[src/rtl/exm_pkg.sv]
package exm_pkg;

  typedef enum logic [1:0] {
    OP_LDX = 2'd0,
    OP_STX = 2'd1,
    OP_ST  = 2'd2,
    OP_CLR = 2'd3
  } exm_op_e;

  // per-word lane enables: bit0 low word, bit1 high word
  function automatic logic [1:0] lane_mask(input logic dword);
    return dword ? 2'b11 : 2'b01;
  endfunction

endpackage

[src/rtl/exm_resv_state.sv]
module exm_resv_state #(
  parameter int TAG_W = 29
) (
  input  logic             clk,
  input  logic             rst_n,
  input  logic             set_en,
  input  logic             set_shared,
  input  logic [TAG_W-1:0] set_tag,
  input  logic             drop_en,
  output logic             live,
  output logic             shared,
  output logic [TAG_W-1:0] tag
);

  always_ff @(posedge clk) begin
    if (!rst_n) begin
      live   <= 1'b0;
      shared <= 1'b0;
      tag    <= '0;
    end else if (set_en) begin
      live   <= 1'b1;
      shared <= set_shared;
      tag    <= set_tag;
    end else if (drop_en) begin
      live   <= 1'b0;
    end
  end

endmodule

[src/rtl/exm_snoop_filter.sv]
module exm_snoop_filter #(
  parameter int TAG_W = 29
) (
  input  logic             snoop_valid,
  input  logic [TAG_W-1:0] snoop_tag,
  input  logic             live,
  input  logic             shared,
  input  logic [TAG_W-1:0] tag,
  output logic             hit
);

  // only an address-tagged reservation can be hit by another agent
  assign hit = snoop_valid && live && shared && (snoop_tag == tag);

endmodule

[src/rtl/exm_stx_judge.sv]
module exm_stx_judge #(
  parameter int TAG_W = 29
) (
  input  logic             req_shared,
  input  logic [TAG_W-1:0] req_tag,
  input  logic             live,
  input  logic             shared,
  input  logic [TAG_W-1:0] tag,
  output logic             pass
);

  always_comb begin
    if (!live)           pass = 1'b0;
    else if (req_shared) pass = shared && (req_tag == tag);
    else                 pass = 1'b1;
  end

endmodule

[src/rtl/excl_monitor.sv]
module excl_monitor
  import exm_pkg::*;
#(
  parameter int ADDR_W        = 32,
  parameter int DATA_W        = 32,
  parameter int GRANULE_BYTES = 8
) (
  input  logic                clk,
  input  logic                rst_n,
  input  logic                req_valid,
  input  logic [1:0]          req_op,
  input  logic [ADDR_W-1:0]   req_addr,
  input  logic                req_shared,
  input  logic                req_dword,
  input  logic [2*DATA_W-1:0] req_wdata,
  input  logic                snoop_valid,
  input  logic [ADDR_W-1:0]   snoop_addr,
  output logic [1:0]          mem_we,
  output logic [ADDR_W-1:0]   mem_addr,
  output logic [2*DATA_W-1:0] mem_wdata,
  output logic                stx_status
);

  localparam int GRAN_LSB = $clog2(GRANULE_BYTES);
  localparam int TAG_W    = ADDR_W - GRAN_LSB;

  exm_op_e op;
  assign op = exm_op_e'(req_op);

  // named events, visible to the checker
  logic is_ldx, is_stx, is_st, is_clr;
  logic resv_live, resv_shared, live_eff, snoop_hit, stx_pass;
  logic [TAG_W-1:0] resv_tag, req_tag, snp_tag;

  assign is_ldx  = req_valid && (op == OP_LDX);
  assign is_stx  = req_valid && (op == OP_STX);
  assign is_st   = req_valid && (op == OP_ST);
  assign is_clr  = req_valid && (op == OP_CLR);
  assign req_tag = req_addr[ADDR_W-1:GRAN_LSB];
  assign snp_tag = snoop_addr[ADDR_W-1:GRAN_LSB];

  exm_resv_state #(.TAG_W(TAG_W)) u_state (
    .clk        (clk),
    .rst_n      (rst_n),
    .set_en     (is_ldx),
    .set_shared (req_shared),
    .set_tag    (req_tag),
    .drop_en    (is_stx || is_clr || snoop_hit),
    .live       (resv_live),
    .shared     (resv_shared),
    .tag        (resv_tag)
  );

  exm_snoop_filter #(.TAG_W(TAG_W)) u_snoop (
    .snoop_valid (snoop_valid),
    .snoop_tag   (snp_tag),
    .live        (resv_live),
    .shared      (resv_shared),
    .tag         (resv_tag),
    .hit         (snoop_hit)
  );

  // a snoop landing this cycle is ordered before the local store
  assign live_eff = resv_live && !snoop_hit;

  exm_stx_judge #(.TAG_W(TAG_W)) u_judge (
    .req_shared (req_shared),
    .req_tag    (req_tag),
    .live       (live_eff),
    .shared     (resv_shared),
    .tag        (resv_tag),
    .pass       (stx_pass)
  );

  assign mem_we     = (is_st || (is_stx && stx_pass)) ? lane_mask(req_dword) : 2'b00;
  assign stx_status = is_stx && !stx_pass;
  assign mem_addr   = req_addr;
  assign mem_wdata  = req_wdata;

endmodule

[config.mk]
export PLATFORM = sky130hd
export DESIGN_NAME = excl_monitor
export DESIGN_NICKNAME = d
export VERILOG_FILES = /design/src/rtl/exm_pkg.sv /design/src/rtl/exm_resv_state.sv /design/src/rtl/exm_snoop_filter.sv /design/src/rtl/exm_stx_judge.sv /design/src/rtl/excl_monitor.sv
export SDC_FILE = /design/constraint.sdc
export NUM_CORES = 1
export LEC_CHECK = 0
export BUFFER_PORTS_ARGS = -buffer_cell sky130_fd_sc_hd__buf_2
export CAP_MARGIN = 20
export CORE_AREA = 2 2 91 93
export DETAILED_ROUTE_END_ITERATION = 10
export DIE_AREA = 0 0 93 95
export PLACE_DENSITY = 0.81
export SLEW_MARGIN = 20
export SYNTH_ARGS = -nofsm -noshare
export SYNTH_HDL_FRONTEND = slang
export SYNTH_SLANG_ARGS = --single-unit
[constraint.sdc]
create_clock -name clk -period 1.67 [get_ports clk]
set_input_delay 0.167 -clock clk [delete_from_list [all_inputs] [get_ports clk]]
set_output_delay 0.167 -clock clk [all_outputs]
set_load 0.01 [all_outputs]
==> qor.txt <==
result of the run = finished with violations
violated checks = setup timing
most common cell after layout, fill and taps aside = sky130_fd_sc_hd__buf_2
num rows = 33
most frequent cells in the layout = sky130_fd_sc_hd__buf_2, sky130_fd_sc_hd__nand2_1, sky130_fd_sc_hd__xor2_1
fin crit share = 121%
Floorplan Core Area = 7930 um^2
placed cell count = 441
proportion of total power due to net switching = 27.5%
width of the die = 93 um
height of the die = 95 um
routability-driven placement congestion ratio = 0.805
cell taking the most area after synthesis = sky130_fd_sc_hd__buf_4
antenna diode instance count = 0
number of library cell types mapped by synthesis = 22
total vias in the final route = 2,010
CP startpoint kind = register
flip-flop and latch count after synthesis = 31
global-route total usage across every layer = 14.2%
unrepaired setup endpoints after global routing = true
register share of total power = 42.4%
average detailed-routed wire length per instance = 14.7 um
buffers from clock root to sink, at most = 2
internal power = 1.35 mW
residual antenna-violating net count after detailed routing = 0
number of CTS-inserted buffers = 5
Psw = 0.512 mW
slew at the pin closest to its max-slew limit = 0.631 ns
initial core utilization = 32.4%
gate count of the mapped netlist = 322
CP endpoint kind = output pin
Final WS setup = -0.351 ns
post-layout util = 35.5%
final layout net count = 479
max_cap viols = 0
total congestion overflow = 0
summed instance area of the synthesized netlist = 2570 um^2
CTS Root Buffer Type = sky130_fd_sc_hd__clkbuf_8
post-route minimum period = 2.02 ns
final hold violation count = 0
power per cell area = 661 nW/um^2
cts hold-fix bufs = 0
syn_nets = 458
number of input and output port buffers inserted = 97
post-layout instance area = 2820 um^2
Reg clk slew, reported paths = 0.07 ns
CTS tree = built
sequential fraction of the synthesis area = 24.2%
layout overhead on the synthesized area = 9.75%
CP Max Fanout = 2
Slowest Stage Delay on Critical Path = 0.34 ns
I/O pin cnt = 235
# clock sinks = 31
CP max-delay cell = sky130_fd_sc_hd__dfxtp_1
first-pass GRT wire length = 9510 um
fmax = 495 MHz
Max Clock Skew = 0.00295 ns
Total Wirelength = 6620 um
# H-tree levels = 2
full die area = 8840 um^2
synthesized area divided by synthesized cell count = 7.97 um^2
Yosys Warn Count = 0
ordered cell list for the critical path = buf_4, xor2_1, nor4_1, nand4_1, o21ai_2, o211a_1, buf_2
required time of the worst setup path = 1.50 ns
HPWL reported at the end of detailed placement = 5170 um
vias per cell = 4.48
maximum number of pins on one net before global-route repair = 32
Iteration-0 DRC Markers = 111
number of iterations in the first detailed-routing pass = 4
total setup buffers inserted after CTS = 0
proportion of power drawn by combinational gates = 22.5%
clock latency at the later pin of the worst-skew pair = 0.28 ns
area share of the largest cell type after synthesis = 28.1%
residual DRC count = 0
min-delay worst type = primary input to register
worst setup path category = register to output pin
final-report max-slew violation count = 0
register-to-register setup slack = 0.14 ns
power after layout = 1.86 mW
Post-Layout Cell Count = 449
share of post-route cells with drive strength above 1 = 44.8%
initial antenna violation count = 0
data arrival time of the critical path = 1.85 ns
placed cell areas = 2590 um^2
vias in the first global route = 1,899
final number of setup-violating endpoints = 3
Max transition margin = 57.9%
IR drop worst, VDD = 0.000383 V
Synth area leaders = sky130_fd_sc_hd__buf_4, sky130_fd_sc_hd__dfxtp_1, sky130_fd_sc_hd__xnor2_1
static power due to leakage = 1.23 nW
portion of total power attributed to the clock network = 35.0%
==> timing repair <==
item | CTS | global route
resized for setup | 23 | 5
pin swaps | 18 | 5
endpoints found under the setup margin | 4 | 3
==> path summary, 6_finish.rpt <==
kind / startpoint / to / depth (start not counted)
worst max-delay path: u_state.tag[25]$_SDFFE_PN0P_ / stx_status / 7
worst min-delay path: req_shared / u_state.shared$_SDFFE_PN0P_ / 3
worst max register to register: u_state.tag[25]$_SDFFE_PN0P_ / u_state.live$_SDFFE_PN0P_ / 6
worst min register to register: u_state.shared$_SDFFE_PN0P_ / u_state.shared$_SDFFE_PN0P_ / 2
==> power groups by stage <==
stage / clock network [mW] / logic, mW / registers (mW)
final: 0.652 / 0.419 / 0.790
after global routing: 0.699 / 0.459 / 0.792
after CTS: 0.672 / 0.423 / 0.789
after detailed placement: 0 / 0.399 / 0.803
after global placement: 0 / 0.394 / 0.801
after floorplan: 0 / 0.392 / 0.803
==> synth_stat cells (all sizes together) <==
master   n
nand4b   1
o211a    1
nand4   10
nor4     9
a21boi  31
or2      1
xor2    29
nand2b   1
nor2b    1
nand3    2
nand3b   1
clkbuf   6
nand2   63
o31ai    2
o21ai    1
buf     99
dfxtp   31
nor2     3
a21oi    1
xnor2   29
==> area by class of cell <==
type	count	area, um^2
multi-input combinational	186	1290
fill	842	5110
clock buffer	8	100
timing repair buffer	119	658
tap	105	131
sequential	31	633
==> registers in the layout, summed over array words and instances, names as in the netlist <==
signal,flops
u_state.tag,29
u_state.live,1
u_state.shared,1
==> cells by family after synthesis <==
family | after synthesis | share of synthesized area (%)
buffers and inverters | 105 | 29.5
xor gates and xnor gates | 58 | 19.8
AOI/OAI and AO/OA | 36 | 10.4
and+or+nand+nor | 92 | 16.0
DFF | 31 | 24.2
==> layer usage <==
layer / global-route usage (%) / vias up / wire, um
met5: 0 / - / 0
met4: 6.25 / 0 / 210
met3: 3.27 / 30 / 478
met2: 25.1 / 80 / 3240
met1: 16.4 / 909 / 2690
li1: - / 991 / -
==> worst max-delay path, delay by kind of cell, from the launching register on <==
kind	cells	cell delay, ns
xor gates and xnor gates	1	0.16
AOI/OAI and AO/OA	2	0.34
DFF	1	0.34
buffers and inverters	2	0.26
and+or+nand+nor	2	0.46
==> stage by stage <==
step	TNS, ns	hold WS [ns]	setup WS [ns]
after global routing	-1.31	0.163	-0.452
after CTS	-1.03	0.130	-0.348
after global placement	-0.398	0.334	-0.175
after detailed placement	-0.633	0.334	-0.231
after floorplan	0	0.302	0.163
final	-1.04	0.138	-0.351
(Power assumes the default switching activity.)
